===== config.mk =====
export PLATFORM = sky130hd
export DESIGN_NAME = sens_loader
export DESIGN_NICKNAME = d
export VERILOG_FILES = /design/src/rtl/sens_loader.sv
export SDC_FILE = /design/constraint.sdc
export NUM_CORES = 1
export LEC_CHECK = 0
export BUFFER_PORTS_ARGS = -buffer_cell sky130_fd_sc_hd__buf_4
export CORE_MARGIN = 1.5
export CORE_UTILIZATION = 55
export DETAILED_ROUTE_END_ITERATION = 10
export PLACE_DENSITY = 0.75
export SLEW_MARGIN = 20
export SYNTH_ARGS = -nofsm -noshare
export SYNTH_HDL_FRONTEND = slang
export SYNTH_SLANG_ARGS = --single-unit

===== constraint.sdc =====
create_clock -name clk -period 1.97 [get_ports clk]
set_input_delay 0.394 -clock clk [delete_from_list [all_inputs] [get_ports clk]]
set_output_delay 0.394 -clock clk [all_outputs]
set_load 0.01 [all_outputs]

===== src/rtl/sens_loader.sv =====
module sens_loader #(
  parameter int WORD_BITS   = 6,
  parameter int GAIN_LIMIT  = 27,
  parameter int SYNC_STAGES = 2
) (
  input  logic                 clk,
  input  logic                 rst_n,
  input  logic                 csn_pin,
  input  logic                 sclk_pin,
  input  logic                 sdat_pin,
  input  logic                 preset_pin,
  input  logic                 sys_pin,
  output logic [WORD_BITS-2:0] gain_code,
  output logic                 sys_12k,
  output logic                 cfg_changed,
  output logic                 code_err
);
  localparam int GW = WORD_BITS - 1;
  localparam int CW = $clog2(WORD_BITS + 2);
  localparam logic [CW-1:0] CNT_FULL = CW'(WORD_BITS);
  localparam logic [CW-1:0] CNT_SAT  = CW'(WORD_BITS + 1);
  localparam logic [GW-1:0] LIM      = GW'(GAIN_LIMIT);

  logic [SYNC_STAGES-1:0] csn_sr, sclk_sr, sdat_sr, pre_sr, sys_sr;
  logic csn_s, sclk_s, sdat_s, preset_s, sys_s;
  logic csn_q, sclk_q;
  logic [WORD_BITS-1:0] shreg;
  logic [CW-1:0] cnt;
  logic [GW-1:0] w_gain;
  logic w_sys;

  assign csn_s    = csn_sr[SYNC_STAGES-1];
  assign sclk_s   = sclk_sr[SYNC_STAGES-1];
  assign sdat_s   = sdat_sr[SYNC_STAGES-1];
  assign preset_s = pre_sr[SYNC_STAGES-1];
  assign sys_s    = sys_sr[SYNC_STAGES-1];

  wire sclk_rise = sclk_s & ~sclk_q;
  wire cs_rise   = csn_s & ~csn_q;
  wire commit    = cs_rise & ~preset_s & (cnt == CNT_FULL);
  wire over      = shreg[WORD_BITS-1:1] > LIM;

  wire [GW-1:0] eff_gain = preset_s ? '0 : w_gain;
  wire          eff_sys  = preset_s ? sys_s : w_sys;

  always_ff @(posedge clk or negedge rst_n) begin
    if (!rst_n) begin
      csn_sr  <= '1;
      sclk_sr <= '0;
      sdat_sr <= '0;
      pre_sr  <= '1;
      sys_sr  <= '1;
      csn_q   <= 1'b1;
      sclk_q  <= 1'b0;
    end else begin
      csn_sr  <= {csn_sr[SYNC_STAGES-2:0], csn_pin};
      sclk_sr <= {sclk_sr[SYNC_STAGES-2:0], sclk_pin};
      sdat_sr <= {sdat_sr[SYNC_STAGES-2:0], sdat_pin};
      pre_sr  <= {pre_sr[SYNC_STAGES-2:0], preset_pin};
      sys_sr  <= {sys_sr[SYNC_STAGES-2:0], sys_pin};
      csn_q   <= csn_s;
      sclk_q  <= sclk_s;
    end
  end

  always_ff @(posedge clk or negedge rst_n) begin
    if (!rst_n) begin
      shreg <= '0;
      cnt   <= '0;
    end else if (preset_s || csn_s) begin
      cnt <= '0;
    end else if (sclk_rise && cnt != CNT_SAT) begin
      shreg <= {shreg[WORD_BITS-2:0], sdat_s};
      cnt   <= cnt + 1'b1;
    end
  end

  always_ff @(posedge clk or negedge rst_n) begin
    if (!rst_n) begin
      w_gain   <= '0;
      w_sys    <= 1'b0;
      code_err <= 1'b0;
    end else if (commit) begin
      w_gain <= over ? LIM : shreg[WORD_BITS-1:1];
      w_sys  <= shreg[0];
      if (over) code_err <= 1'b1;
    end
  end

  always_ff @(posedge clk or negedge rst_n) begin
    if (!rst_n) begin
      gain_code   <= '0;
      sys_12k     <= 1'b0;
      cfg_changed <= 1'b0;
    end else begin
      gain_code   <= eff_gain;
      sys_12k     <= eff_sys;
      cfg_changed <= (eff_gain != gain_code) || (eff_sys != sys_12k);
    end
  end

  assert_word_held_R4: assert property (@(posedge clk) disable iff (!rst_n)
    !cs_rise |=> $stable(w_gain) && $stable(w_sys));

  assert_gain_in_range_R5: assert property (@(posedge clk) disable iff (!rst_n)
    gain_code <= LIM);

  assert_err_sticky_R5: assert property (@(posedge clk) disable iff (!rst_n)
    code_err |=> code_err);

  assert_preset_zero_gain_R6: assert property (@(posedge clk) disable iff (!rst_n)
    preset_s |=> gain_code == '0);

  assert_strobe_on_change_R7: assert property (@(posedge clk) disable iff (!rst_n)
    cfg_changed == ((gain_code != $past(gain_code)) || (sys_12k != $past(sys_12k))));
endmodule


======== Word-level counts from Yosys, hierarchy flattened ========
Index checks and enable logic that the tools add are counted.
operators by class
  add/subtract/negate cells ............... 1
  $mul .................................... 0
  divide/modulo/power cells ............... 0
  $lt $le $gt $ge ......................... 1
  equal/unequal tests ..................... 4
  shift operators ......................... 0
  mux-type cells .......................... 5
  bitwise logic cells ..................... 8
  reduce and logical (&&, ||, !) cells .... 6
operators with widths
  cell                                                  count
  2-to-1 mux 5 bit                                      2
  2-to-1 mux 3 bit                                      2
  greater-than comparator 5 bit, second input constant  1
  != test 5 bit                                         1
  AND 1 bit                                             4
  NOT 1 bit                                             4
  AND reduction 2 bit                                   2
  adder 3 x 1 -> 3 bit, second input constant           1
  equality test 3 bit, second input constant            1
  != test 3 bit, second input constant                  1
  logical OR 1 bit                                      2
  nonzero test 2 bit                                    1
  logical AND 1 bit                                     1
  2-to-1 mux 1 bit                                      1
  != test 1 bit                                         1
word-level totals
  bits in registers ....................... 35
  bits in latches ......................... 0
  memory bits (writable) .................. 0
  memory bits (read-only) ................. 0
  bits of input ports ..................... 7
  output and inout bits ................... 8
  word-level logic and storage cells ...... 40
  memories ................................ 0

======== Logic depth before layout (Yosys ltp) ========
  word-level depth ........................ 5
  mapped depth ............................ 6
  mapped depth without buffers ............ 6

======== Worst setup path before layout ========
Ideal clock, no wire load.
  kind .................................... reg2reg
  from .................................... register cnt[0]
  to ...................................... register shreg[0]
  library setup time ...................... 125 ps
  arrival ................................. 1,466 ps
  required time ........................... 1,845 ps
  setup slack ............................. 379 ps
  stages on the path, launching flop included .. 6
  buffers on the path ..................... 0
  clock period less this slack ............ 1,591 ps
  cell sequence ........................... dfrtp_1 -> ha_1 -> ha_1 -> nor3b_4 -> nand2_4 -> mux2_2
on the way
  longest elaborated chain between the ends .. 3
ends and longest elaborated chain
  element                        line  source
  start, declared                28    logic [CW-1:0] cnt;
  start signal, assigned         74    cnt <= cnt + 1'b1;
  != test 3 bit                  72    end else if (sclk_rise && cnt != CNT_SAT) begin
  logical AND 1 bit              72
  AND reduction 2 bit (no line)  --
  end signal, assigned           73    shreg <= {shreg[WORD_BITS-2:0], sdat_s};
  end, declared                  27    logic [WORD_BITS-1:0] shreg;
No other way between the ends.
A chain may end at the register's enable or synchronous reset.

======== Worst setup path in the final report ========
  from .................................... register cnt[0]
  to ...................................... register shreg[3]
The elaborated chain is that of the path after synthesis.

==> results.txt <==
STA classifies the critical path endpoint as a flip-flop. The total length of routed met2 wires came out at 944 µm. The power density normalized to cell area is 849 nW/µm². The initial antenna violation count is 0. The first routing iteration left 12 violations.

15 I/O pins were placed. The number of unique standard cell types used by synthesis came out at 23. The number of antenna diodes is 0. The number of cells in the finished layout apart from fillers is 146. The flow ran to the end, and the final reports show no timing, DRC or antenna violations. The tool flagged a number of max-cap violations equal to 0. CTS saw 35 sinks. The critical path class is reg2reg. Combinational logic is responsible for 7.5% of the overall power. The number of buffers inserted by port buffering is 14. The post-place setup slack came out at 260 ps. The relative max-transition margin is 72.3%. The first global-routing pass estimated 3330 µm of wire.

The aggregate global-route resource usage is 18.1%. For this design, the slowest cell found on the critical path is sky130_fd_sc_hd__dfrtp_1. Yosys attributes the largest share of cell area to sky130_fd_sc_hd__dfrtp_1, sky130_fd_sc_hd__dfstp_2, sky130_fd_sc_hd__mux2_2.

The share of layout cells above drive strength 1 came out at 36.4%. The floorplan die area came out at 2740 µm². The instance area at placement came out at 1480 µm². The largest stage delay on the critical path is 420 ps.

Between clock sinks in the finished design, the worst skew comes to 6.43 ps. The level count of the clock H-tree is 2. Of all nets on the critical path, the largest fanout is 6.

The length of routed met3 wiring came out at 81 µm. After synthesis, the share of flip-flops with an asynchronous set or reset is 100%. The finished cells cover 1550 µm². The synthesized area divided by synthesized cell count came out at 14.1 µm². The cell sitting at the root of the clock tree is a sky130_fd_sc_hd__clkbuf_4.

The floorplan has 17 rows. Sequential cells account for 62.5% of the total power. In this run the top signal layer used is met4. The clock latency reported for the late side of the worst-skew pair came out at 340 ps. Summed over all layers, the global routing overflow is 0.

The cell count after synthesis came out at 95. The class of the worst hold path is in2reg. The clock passes through at most 2 buffers. The minimum setup slack in the final design is 272 ps.

The number of nets in the final layout came out at 127. The area share of the largest cell type after synthesis is 52.3%. The number of global-route vias before repair is 755. Internal power comes to 974 µW. After detailed placement, the design holds a cell count of 137. The routed length per instance came out at 13.5 µm. The setup TNS came out at 0 ps. At the pin with the least slew margin, the transition time is 415 ps.

The dominant cell type by area after synthesis is sky130_fd_sc_hd__dfrtp_1. The clock transition at the registers of the reported paths is 110 ps. The static leakage power came out at 0.000724 µW. The number of nets handed over by synthesis was 105.

The launching element type of the critical path is a flip-flop. The required time reported for the critical path endpoint is 2210 ps. TritonCTS built the clock tree. The area of the placeable core is 2250 µm².

Fill cells in the final layout number 165. The total of warnings raised by yosys came out at 0. The parity-gate share of the synthesized area counting xor and xnor cells came out at 3.27%. The die is 52.4 µm tall. The starting density of the core came out at 59.4%.

The total via count after detailed routing is 763. The predominant post-synthesis flop cell is sky130_fd_sc_hd__dfrtp_1. Relative to the synthesized area, the layout overhead comes to 16.0%. The count of buffering cells on the critical path with inverters included is 0.

Of the total synthesized cell area, the portion taken by AND, OR, NAND and NOR gates is 11.6%. The total clock buffers created by CTS is 5. The DRC violation count after routing came out at 0.

The number of enable-type register cells in the synthesized netlist is 0. The maximum number of pins on one net before global-route repair came out at 36. The horizontal die dimension came out at 52.4 µm. The share of cell area taken by muxes after synthesis came out at 9.90%. The adder and majority cell fraction of the synthesized area came out at 2.80%.

The part of the power in the clock network is 30.1%. After synthesis, the largest family of logic cells by area is simple AND/OR/NAND/NOR gates. The switching portion of total power is 26.2%.

Setup repair after global routing left no endpoint under its margin. The routed length on met1 came out at 923 µm. The total wirelength of the detailed-routed design is 1980 µm. Synthesis inferred 35 register bits. The peak supply drop is 749 µV. The area of the mapped netlist came out at 1340 µm². The total count of hold-check failures in the final report is 0.

Summed over all nets, the switching power comes to 346 µW. The number of nets with antenna violations after detailed routing came out at 0. The sequential share of the synthesized area came out at 66.0%.

The critical path goes through ha_1, ha_1, nor3b_4, nand2_4, mux2_2. The complex-gate fraction of the synthesized area is 5.23%. The portion of the clock cycle consumed by the worst path in the final layout came out at 86.2%. The fmax came out at 589 MHz. The first detailed-routing pass took 4 iterations.

For the worst setup path, the data arrival time is 1940 ps. The final-report max-slew violation count came out at 0. After layout, the minimum clock period comes to 1700 ps. The post-DP HPWL is 1330 µm.

The cell repeated most along the worst path is sky130_fd_sc_hd__ha_1. Using the TritonRoute via totals, the vias-per-cell ratio works out to 5.23. The global placer's final weighted congestion came out at 0.689. The hold slack came out at 146 ps. The setup-violating endpoint count in the final report is 0. The kind of cell adding the most delay to the critical path is simple AND/OR/NAND/NOR gates.
## metal layers
metal  vias up  global-route usage [%]
li1        375                       -
met3         4                    9.43
met4         0                    7.69
met2        14                    28.7
met5         -                       0
met1       370                    20.3
## cell usage in the layout, fill, tap and decap left out, drive strengths merged
master	synthesis	final
dlygate4sd3	0	1
inv	3	4
a31oi	4	4
mux2	10	10
nor2	9	9
buf	1	15
clkbuf	0	5
mux2i	2	2
a21oi	2	2
o21ai	5	5
ha	3	3
nand2	2	2
nor4bb	2	2
xnor2	5	5
a41o	1	1
nor2b	4	4
nor3	3	3
nand3	1	1
nand4b	1	1
dfrtp	28	28
clkinvlp	0	2
nand4	1	1
nor3b	1	1
dfstp	7	7
## synth_stat cells, types with 2 or more instances
cell                       instances
sky130_fd_sc_hd__inv_1             3
sky130_fd_sc_hd__ha_1              3
sky130_fd_sc_hd__dfstp_2           7
sky130_fd_sc_hd__mux2_2           10
sky130_fd_sc_hd__nor3_1            3
sky130_fd_sc_hd__dfrtp_1          28
sky130_fd_sc_hd__mux2i_1           2
sky130_fd_sc_hd__o21ai_0           5
sky130_fd_sc_hd__a31oi_1           4
sky130_fd_sc_hd__xnor2_1           5
sky130_fd_sc_hd__nor2b_1           4
sky130_fd_sc_hd__nor2_1            8
sky130_fd_sc_hd__a21oi_1           2
sky130_fd_sc_hd__nor4bb_1          2
## state kept, by name, summed over array words and instances (netlist names)
register     flops
cfg_changed      1
sdat_sr          2
gain_code        5
cnt              3
code_err         1
sclk_sr          2
csn_sr           2
w_gain           5
sys_12k          1
shreg            6
csn_q            1
pre_sr           2
sclk_q           1
w_sys            1
sys_sr           2
## worst paths after layout
check                           start          to  slack, ps  depth (start not counted)
max                            cnt[0]    shreg[3]        270                          5
min                        preset_pin   pre_sr[0]        150                          1
max reg2reg                    cnt[0]    shreg[3]        270                          5
min reg2reg                 pre_sr[0]   pre_sr[1]        360                          0
max in group asynchronous       rst_n       csn_q       1120                          2
min in group asynchronous       rst_n  sclk_sr[1]        520                          2
## stage by stage
stage | util, % | total power (µW)
6_report | 68.9 | 1320
3_5_place_dp | 65.8 | 936
5_1_grt | 68.9 | 1390
2_1_floorplan | - | 884
4_1_cts | 68.9 | 1340
3_3_place_gp | 65.8 | 927
## cell families after synthesis
logic type | Yosys count
XOR/XNOR | 5
buffers and inverters | 4
adder cells (fa/ha/maj) | 3
AND/OR/NAND/NOR | 24
flip-flops | 35
multiplexers | 12
AO/OA/AOI/OAI | 12
## layout make-up
| type | instances | area (µm²) | share of cell area [%] |
|---|---|---|---|
| flip-flops and latches | 35 | 885 | 56.9 |
| multi-input cells | 56 | 439 | 28.3 |
| repair buffers | 16 | 123 | 7.89 |
| clock buffers | 5 | 37.5 | 2.42 |
| well taps | 28 | 35.0 | 2.25 |
| clock inverters | 3 | 23.8 | 1.53 |
| inverters | 3 | 11.3 | 0.725 |
## repair_timing
item | CTS | global route
buffers inserted | 0 | 0
gates resized for setup | 0 | 0
endpoints found under the hold margin | 28 | 0
hold buffers | 1 | 0
## power groups by stage
stage / combinational, µW / sequential (µW) / clock, µW
floorplan: 58.6 / 825 / 0
global placement: 94.1 / 833 / 0
detailed placement: 99.4 / 836 / 0
CTS: 101 / 823 / 412
global route: 110 / 832 / 448
finish: 98.5 / 824 / 397
(Power assumes the default switching activity.)
